<file path="config.mk">
export PLATFORM = sky130hd
export DESIGN_NAME = quad_dac_front
export DESIGN_NICKNAME = d
export VERILOG_FILES = /design/src/rtl/qdac_pkg.sv /design/src/rtl/qdac_pin_sync.sv /design/src/rtl/qdac_regs.sv /design/src/rtl/qdac_rdport.sv /design/src/rtl/quad_dac_front.sv
export SDC_FILE = /design/constraint.sdc
export NUM_CORES = 1
export LEC_CHECK = 0
export BUFFER_PORTS_ARGS = -buffer_cell sky130_fd_sc_hd__buf_2
export CAP_MARGIN = 20
export CORE_UTILIZATION = 30
export DETAILED_ROUTE_END_ITERATION = 10
export PLACE_DENSITY_LB_ADDON = 0.12
export SKIP_CTS_REPAIR_TIMING = 1
export SLEW_MARGIN = 20
export SYNTH_ARGS = -nofsm -noshare
export SYNTH_HDL_FRONTEND = slang
export SYNTH_SLANG_ARGS = --single-unit
</file>
<file path="constraint.sdc">
create_clock -name clk -period 2.4 [get_ports clk]
set_input_delay 0.36 -clock clk [delete_from_list [all_inputs] [get_ports clk]]
set_output_delay 0.36 -clock clk [all_outputs]
set_load 0.02 [all_outputs]
</file>
<file path="src/rtl/qdac_pkg.sv">
package qdac_pkg;
  // bit positions of the strobe pins inside the synchronizer vector
  localparam int PIN_SEL   = 0;
  localparam int PIN_RW    = 1;
  localparam int PIN_LOAD  = 2;
  localparam int PIN_CLR   = 3;
  localparam int PIN_PWR   = 4;
  localparam int NUM_PINS  = 5;
  // idle levels: select released high, all others low
  localparam logic [NUM_PINS-1:0] PIN_IDLE = 5'b00001;
endpackage

</file>
<file path="src/rtl/qdac_pin_sync.sv">
module qdac_pin_sync #(
  parameter int N = 1,
  parameter logic [N-1:0] IDLE = '0
) (
  input  logic         clk,
  input  logic         rst_n,
  input  logic [N-1:0] pins_i,
  output logic [N-1:0] level_o,
  output logic [N-1:0] rise_o,
  output logic [N-1:0] fall_o
);
  logic [N-1:0] meta_q, sync_q, hist_q;

  always_ff @(posedge clk or negedge rst_n) begin
    if (!rst_n) begin
      meta_q <= IDLE;
      sync_q <= IDLE;
      hist_q <= IDLE;
    end else begin
      meta_q <= pins_i;
      sync_q <= meta_q;
      hist_q <= sync_q;
    end
  end

  assign level_o = sync_q;
  assign rise_o  = sync_q & ~hist_q;
  assign fall_o  = ~sync_q & hist_q;


  pin_delay_chk: assert property (@(posedge clk) disable iff (!rst_n)
    1'b1 |=> sync_q == $past(meta_q));
endmodule

</file>
<file path="src/rtl/qdac_regs.sv">
module qdac_regs #(
  parameter int DW  = 16,
  parameter int NCH = 4,
  localparam int AW = $clog2(NCH)
) (
  input  logic              clk,
  input  logic              rst_n,
  input  logic              wr_en,
  input  logic [AW-1:0]     wr_addr,
  input  logic [DW-1:0]     wr_data,
  input  logic              load,
  input  logic              clear,
  input  logic [AW-1:0]     rd_addr,
  output logic [DW-1:0]     rd_data,
  output logic [NCH*DW-1:0] dac_o
);
  logic [NCH-1:0][DW-1:0] stage_q;
  logic [NCH-1:0][DW-1:0] code_q;

  always_ff @(posedge clk or negedge rst_n) begin
    if (!rst_n) begin
      stage_q <= '0;
    end else if (wr_en) begin
      stage_q[wr_addr] <= wr_data;
    end
  end

  // clear has priority over commit
  always_ff @(posedge clk or negedge rst_n) begin
    if (!rst_n) begin
      code_q <= '0;
    end else if (clear) begin
      code_q <= '0;
    end else if (load) begin
      code_q <= stage_q;
    end
  end

  assign rd_data = stage_q[rd_addr];
  assign dac_o   = code_q;


  stage_hold_chk: assert property (@(posedge clk) disable iff (!rst_n)
    !wr_en |=> $stable(stage_q));

  clear_zero_chk: assert property (@(posedge clk) disable iff (!rst_n)
    clear |=> code_q == '0);

  commit_copy_chk: assert property (@(posedge clk) disable iff (!rst_n)
    (load && !clear) |=> code_q == $past(stage_q));

  code_hold_chk: assert property (@(posedge clk) disable iff (!rst_n)
    (!load && !clear) |=> $stable(code_q));
endmodule

</file>
<file path="src/rtl/qdac_rdport.sv">
module qdac_rdport #(
  parameter int DW = 16
) (
  input  logic          clk,
  input  logic          rst_n,
  input  logic          rd_stb,
  input  logic          sel_level,
  input  logic [DW-1:0] rd_word,
  output logic [DW-1:0] data_o,
  output logic          oe_o
);
  logic [DW-1:0] word_q;

  always_ff @(posedge clk or negedge rst_n) begin
    if (!rst_n) begin
      oe_o   <= 1'b0;
      word_q <= '0;
    end else if (rd_stb) begin
      oe_o   <= 1'b1;
      word_q <= rd_word;
    end else if (sel_level) begin
      oe_o   <= 1'b0;
    end
  end

  assign data_o = oe_o ? word_q : '0;


  oe_release_chk: assert property (@(posedge clk) disable iff (!rst_n)
    (sel_level && !rd_stb) |=> !oe_o);

  oe_raise_chk: assert property (@(posedge clk) disable iff (!rst_n)
    rd_stb |=> oe_o && data_o == $past(rd_word));
endmodule

</file>
<file path="src/rtl/quad_dac_front.sv">
module quad_dac_front
  import qdac_pkg::*;
#(
  parameter int DW  = 16,
  parameter int NCH = 4,
  localparam int AW = $clog2(NCH)
) (
  input  logic              clk,
  input  logic              rst_n,
  input  logic              sel_n_i,
  input  logic              rd_wr_i,
  input  logic              commit_i,
  input  logic              clear_i,
  input  logic              pwr_en_i,
  input  logic [AW-1:0]     addr_i,
  input  logic [DW-1:0]     data_i,
  output logic [DW-1:0]     data_o,
  output logic              data_oe_o,
  output logic [NCH*DW-1:0] dac_code_o,
  output logic [NCH-1:0]    chan_en_o
);
  logic [NUM_PINS-1:0] pins, lvl, rise, fall;
  logic                wr_stb, rd_stb;
  logic [DW-1:0]       rd_word;

  always_comb begin
    pins           = '0;
    pins[PIN_SEL]  = sel_n_i;
    pins[PIN_RW]   = rd_wr_i;
    pins[PIN_LOAD] = commit_i;
    pins[PIN_CLR]  = clear_i;
    pins[PIN_PWR]  = pwr_en_i;
  end

  qdac_pin_sync #(.N(NUM_PINS), .IDLE(PIN_IDLE)) u_sync (
    .clk     (clk),
    .rst_n   (rst_n),
    .pins_i  (pins),
    .level_o (lvl),
    .rise_o  (rise),
    .fall_o  (fall)
  );

  assign wr_stb = fall[PIN_SEL] & ~lvl[PIN_RW];
  assign rd_stb = fall[PIN_SEL] &  lvl[PIN_RW];

  qdac_regs #(.DW(DW), .NCH(NCH)) u_regs (
    .clk     (clk),
    .rst_n   (rst_n),
    .wr_en   (wr_stb),
    .wr_addr (addr_i),
    .wr_data (data_i),
    .load    (rise[PIN_LOAD]),
    .clear   (rise[PIN_CLR]),
    .rd_addr (addr_i),
    .rd_data (rd_word),
    .dac_o   (dac_code_o)
  );

  qdac_rdport #(.DW(DW)) u_rd (
    .clk       (clk),
    .rst_n     (rst_n),
    .rd_stb    (rd_stb),
    .sel_level (lvl[PIN_SEL]),
    .rd_word   (rd_word),
    .data_o    (data_o),
    .oe_o      (data_oe_o)
  );

  for (genvar c = 0; c < NCH; c++) begin : g_chan_en
    always_ff @(posedge clk or negedge rst_n) begin
      if (!rst_n) chan_en_o[c] <= 1'b0;
      else        chan_en_o[c] <= lvl[PIN_PWR];
    end
  end


  pwr_down_chk: assert property (@(posedge clk) disable iff (!rst_n)
    !lvl[PIN_PWR] |=> chan_en_o == '0);

  write_no_code_chk: assert property (@(posedge clk) disable iff (!rst_n)
    (wr_stb && !rise[PIN_LOAD] && !rise[PIN_CLR]) |=> $stable(dac_code_o));
endmodule

</file>
# --- Yosys cells after proc, flatten, opt, wreduce, memory -nomap -nowiden ---
# Cells that the tools add are included.
classes:
  div: 0
  eq_ne: 0
  n_mul: 0
  n_addsub: 0
  reduce_logical: 3
  magnitude_cmp: 2
  shifts: 0
  muxes: 10
  bitwise_logic: 7
op_table:
  columns: ["op", "n"]
  rows:
  - ["64-bit 2-to-1 mux", 2]
  - ["64-bit bitwise mux", 1]
  - ["16-bit 2-to-1 mux", 3]
  - ["16-bit binary-select mux with 2-bit select", 1]
  - ["16-bit demux with 2-bit select", 1]
  - ["4-bit bitwise AND", 1]
  - ["4-bit inverter", 1]
  - ["2-bit nonzero test", 2]
  - ["1-bit bitwise AND", 3]
  - ["2-bit by 3-bit < comparator with 1-bit output (second input constant)", 1]
  - ["2-bit by 1-bit greater-or-equal comparator with 1-bit output (second input constant)", 1]
  - ["1-bit 2-to-1 mux", 2]
  - ["1-bit inverter", 2]
  - ["1-bit logical AND", 1]
word_totals:
  inputBits: 25
  out_inout_bits: 85
  ramBits: 0
  latch_bits: 0
  regBits: 160
  romBits: 0
  n_memories: 0
  elab_cells: 36

# --- Logic depth before layout (Yosys ltp) ---
depth:
  word_depth: 5
  mapped_depth: 6
  ltp_nobuf: 3

# --- By module ---
# Synthesis repeated with hierarchy kept, for this count alone.
hier_totals:
  hier_cells: 447
  hier_area_um2: 6655.1
modules_own_cells:
  columns: ["mod", "seq_area_each_um2", "cells_each", "instances", "area_each_um2"]
  rows:
  - ["qdac_regs", 3203.1, 362, 1, 5337.6]
  - ["qdac_rdport", 425.4, 54, 1, 787.0]
  - ["qdac_pin_sync", 379.1, 25, 1, 466.7]
  - ["quad_dac_front", 25.0, 6, 1, 63.8]

# --- Worst setup path before layout ---
# No wires, ideal clock.
synth_path:
  kind: "reg2reg"
  startpoint: "register u_sync.hist_q[0]"
  endpoint: "register u_regs.stage_q[37] in the netlist's numbering"
  stages_incl_launch_ff: 7
  setup_time_ps: 125
  t_arrival_ps: 1542
  path_slack_ps: 733
  period_less_slack_ps: 1667
  path_buffers: 3
  required_time_ps: 2275
  cell_sequence: "dfstp_2 nor2b_1 buf_6 and4bb_1 buf_6 buf_8 mux2_4"
synth_between:
  elab_chain_len: 2
synth_rtl:
  columns: ["item", "line_no", "rtl"]
  rows:
  - ["from (decl)", "qdac_pin_sync.sv:12", "logic [N-1:0] meta_q, sync_q, hist_q;"]
  - ["from (signal assigned)", "qdac_pin_sync.sv:22", "hist_q <= sync_q;"]
  - ["1-bit bitwise AND", "qdac_pin_sync.sv:28", "assign fall_o = ~sync_q & hist_q;"]
  - ["1-bit bitwise AND", "quad_dac_front.sv:44", "assign wr_stb = fall[PIN_SEL] & ~lvl[PIN_RW];"]
  - ["to (signal, indexed assignment)", "qdac_regs.sv:24", "stage_q[wr_addr] <= wr_data;"]
  - ["to (decl)", "qdac_regs.sv:17", "logic [NCH-1:0][DW-1:0] stage_q;"]
# Every way passes these cells.
# A chain may end at the register's enable or synchronous reset.

# --- Final worst setup path ---
layout_path:
  startpoint: "register u_sync.sync_q[3], in the netlist u_sync.level_o[3]"
  endpoint: "register u_regs.code_q, in the netlist u_regs.dac_o[35]"
layout_between:
  elab_chain_len: 2
  elab_cells_between_ends: 3
  classes_between: "mux (1); bitwise (1); reduce/logical (1)"
layout_rtl:
  columns: ["item", "line_no", "rtl"]
  rows:
  - ["from (decl)", "qdac_pin_sync.sv:12", null]
  - ["from (signal assigned)", "qdac_pin_sync.sv:21", "sync_q <= meta_q;"]
  - ["4-bit bitwise AND *", "qdac_pin_sync.sv:27", "assign rise_o = sync_q & ~hist_q;"]
  - ["64-bit 2-to-1 mux or 2-bit nonzero test (tied branches)", null, null]
  - ["to (signal assigned)", "qdac_regs.sv:35", "code_q <= stage_q;"]
  - ["to (decl)", "qdac_regs.sv:18", "logic [NCH-1:0][DW-1:0] code_q;"]
# Mark *: on every way between the ends. The rest lies on a longest branch, timed or not.

==> results.toml <==
[outcome]
outcome = "finished clean"

[final_layout]
drive_gt1_share_pct = 42.17
syn_to_final_growth_pct = 25.02
fin_nets = 555
n_antenna_cell = 0

[placement]
place_congestion = 0.7201
pre_cts_slack_ns = 0.3932
io_buffers = 109
dpl.hpwl_um = 10660

[critical_path]
worstSetupEndpointType = "register"
critPathRequiredTime_ns = 2.76
path_class = "reg2reg"
worstSetupStartpointType = "register"
worstPathMaxFanout = 36
crit_arrival_ns = 2.36

[yosys]
postSynthCellCount = 413
syn_area_per_cell_um2 = 15.16
ys_types = 27
ys_seq_area_share_pct = 63.61
synthesis.area_um2 = 6261
yosysWarnings = 0
ys_ff_latch = 159
synth_nets = 438

[cts]
cts-root-buf = "clkbuf_16"
cts_tree = "built"
cts_buffer_depth = 2
clk_pin_slew_ns = 0.06
clock_latency_ns = 0.42
cts-htree-levels = 4
cts_sinks = 159
cts_buffers = 17

[die]
core_um2 = 20360
start_util_pct = 30.74
die-area_um2 = 21450
fp-row-count = 52
ios = 110
die_w_um = 146.5
die_y_um = 146.5

[timing]
tns_ns = 0
rsz0062_at_grt = "no"
max_freq_ghz = 0.4985
slew_headroom_pct = 48.89
clock_skew_ns = 0.007307
max_slew.worst_pin.slew_ns = 0.7649
setup_slack_ns = 0.3941
period_share_pct = 83.58
setup_viol_count_final = 0
timing.final.crit_period_ns = 2.006
hold_viol = 0
slew_viol_final = 0

[routing]
drc_errors = 0
drt-total-wl_um = 15970
vias_per_cell = 4.806
drt_iter0_markers = 153
first_pass_iters = 4
wl_per_cell_um = 19.64
vias = 3907
antenna_left = 0

[power_and_ir_drop]
p_leak_nw = 3.891
p_per_area_nw_per_um2 = 994.5
ir_drop_uv = 452.0

[global_route]
track_usage_pct = 15.85
grt_max_degree = 58
overflow = 0
grt_pass1_vias = 4209
antenna_found_initial = 2
grt_pass1_wl_um = 25500

[worst_hold_path]
hold_class = "in2reg"

[job]
drv_cap = 0
[cell usage after synthesis]
cell type,n,area [um2]
dfrtp_1,156,3904
a22o_1,64,560.5
mux2_2,44,495.5
mux2i_1,32,320.3
mux2_4,20,300.3
and2_1,16,100.1
nand2_1,16,60.06
o221ai_1,16,140.1
clkbuf_1,9,33.78
buf_2,7,35.03
buf_1,6,22.52
buf_4,4,30.03
buf_6,4,45.04
dfstp_2,3,78.83
inv_1,2,7.510
nand3b_1,2,15.01
nor2b_1,2,12.51
a21oi_2,1,8.760
and3b_1,1,8.760
and4bb_1,1,12.51
buf_8,1,15.01
nand3_1,1,5.000
nand3_2,1,10.01
nand4b_4,1,23.77
nor2_1,1,3.750
nor3b_1,1,7.510
o21ai_0,1,5.000
[registers in the layout, summed over array words and instances (netlist names)]
| signal | flops |
|---|---|
| chan_en_o | 1 |
| u_rd.oe_o | 1 |
| u_rd.word_q | 16 |
| u_regs.dac_o | 64 |
| u_regs.stage_q | 64 |
| u_sync.hist_q | 3 |
| u_sync.level_o | 5 |
| u_sync.meta_q | 5 |
[logic make-up after synthesis]
| group | count (synthesis) | share of synthesized area [%] |
|---|---|---|
| DFF | 159 | 63.61 |
| buffers and inverters | 33 | 3.017 |
| AOI/OAI and AO/OA | 82 | 11.41 |
| muxes | 96 | 17.83 |
| and+or+nand+nor | 43 | 4.137 |
[power breakdown]
group          internal [mW]  switching (mW)  total, mW
clock network           1.93            1.06       2.99
registers               3.17           0.367       3.54
logic                  0.612           0.640       1.25
total                   5.72            2.07       7.78
[placed cells by master, fill, tap and decap left out, drive strengths merged, types with 2 or more instances in the layout]
cell type / synthesis / routed
a22o: 64 / 64
and2: 16 / 16
buf: 22 / 128
bufinv: 0 / 5
clkbuf: 9 / 22
clkinv: 0 / 3
dfrtp: 156 / 156
dfstp: 3 / 3
inv: 2 / 3
mux2: 64 / 64
mux2i: 32 / 32
nand2: 16 / 16
nand3: 2 / 2
nand3b: 2 / 2
nor2b: 2 / 2
o221ai: 16 / 16
[critical path, stage by stage (launching register included)]
cell and delay, ns:
dfrtp_1 0.38, nor2b_1 0.18, a21oi_4 0.60, buf_4 0.53
a22o_1 0.22
[layout make-up]
class	instances	area, um2
well taps	270	337.8
fillers	1941	12540
flip-flops and latches	159	3983
inverters	2	7.507
clock buffers	22	474.2
clock inverters	10	181.4
repair buffers	129	742.0
multi-input cells	221	2102
[worst paths after layout]
path	depth (start not counted)	slack [ns]	end	start
max in group asynchronous	3	1.20	u_sync.hist_q[0]	rst_n
setup / recovery	4	0.39	u_regs.dac_o[35]	u_sync.level_o[3]
hold reg to reg	0	0.35	chan_en_o[1]	u_sync.level_o[4]
min in group asynchronous	2	0.49	chan_en_o[1]	rst_n
setup reg to reg	4	0.39	u_regs.dac_o[35]	u_sync.level_o[3]
hold / removal	1	0.05	u_sync.meta_q[0]	sel_n_i
[routing by layer]
layer  vias up  wire, um  track usage, %
met5         -         8               0
met1      2031      7832           21.86
met2       102      7388           24.69
met4         2       122           4.010
met3        11       614           4.156
li1       1761         -               -
[stage by stage]
stage / hold WS [ns] / cells / instance area, um2 / power, mW / utilization, %
after floorplan: 0.06441 / 413 / 6261 / 4.332 / -
after global placement: 0.3376 / 780 / 7162 / 4.840 / 35.17
after detailed placement: 0.3347 / 780 / 7162 / 4.865 / 35.17
after CTS: -0.06205 / 812 / 7818 / 7.898 / 38.39
after global routing: 0.02001 / 813 / 7828 / 8.170 / 38.44
final: 0.04549 / 813 / 7828 / 7.784 / 38.44
(Power assumes the default switching activity.)
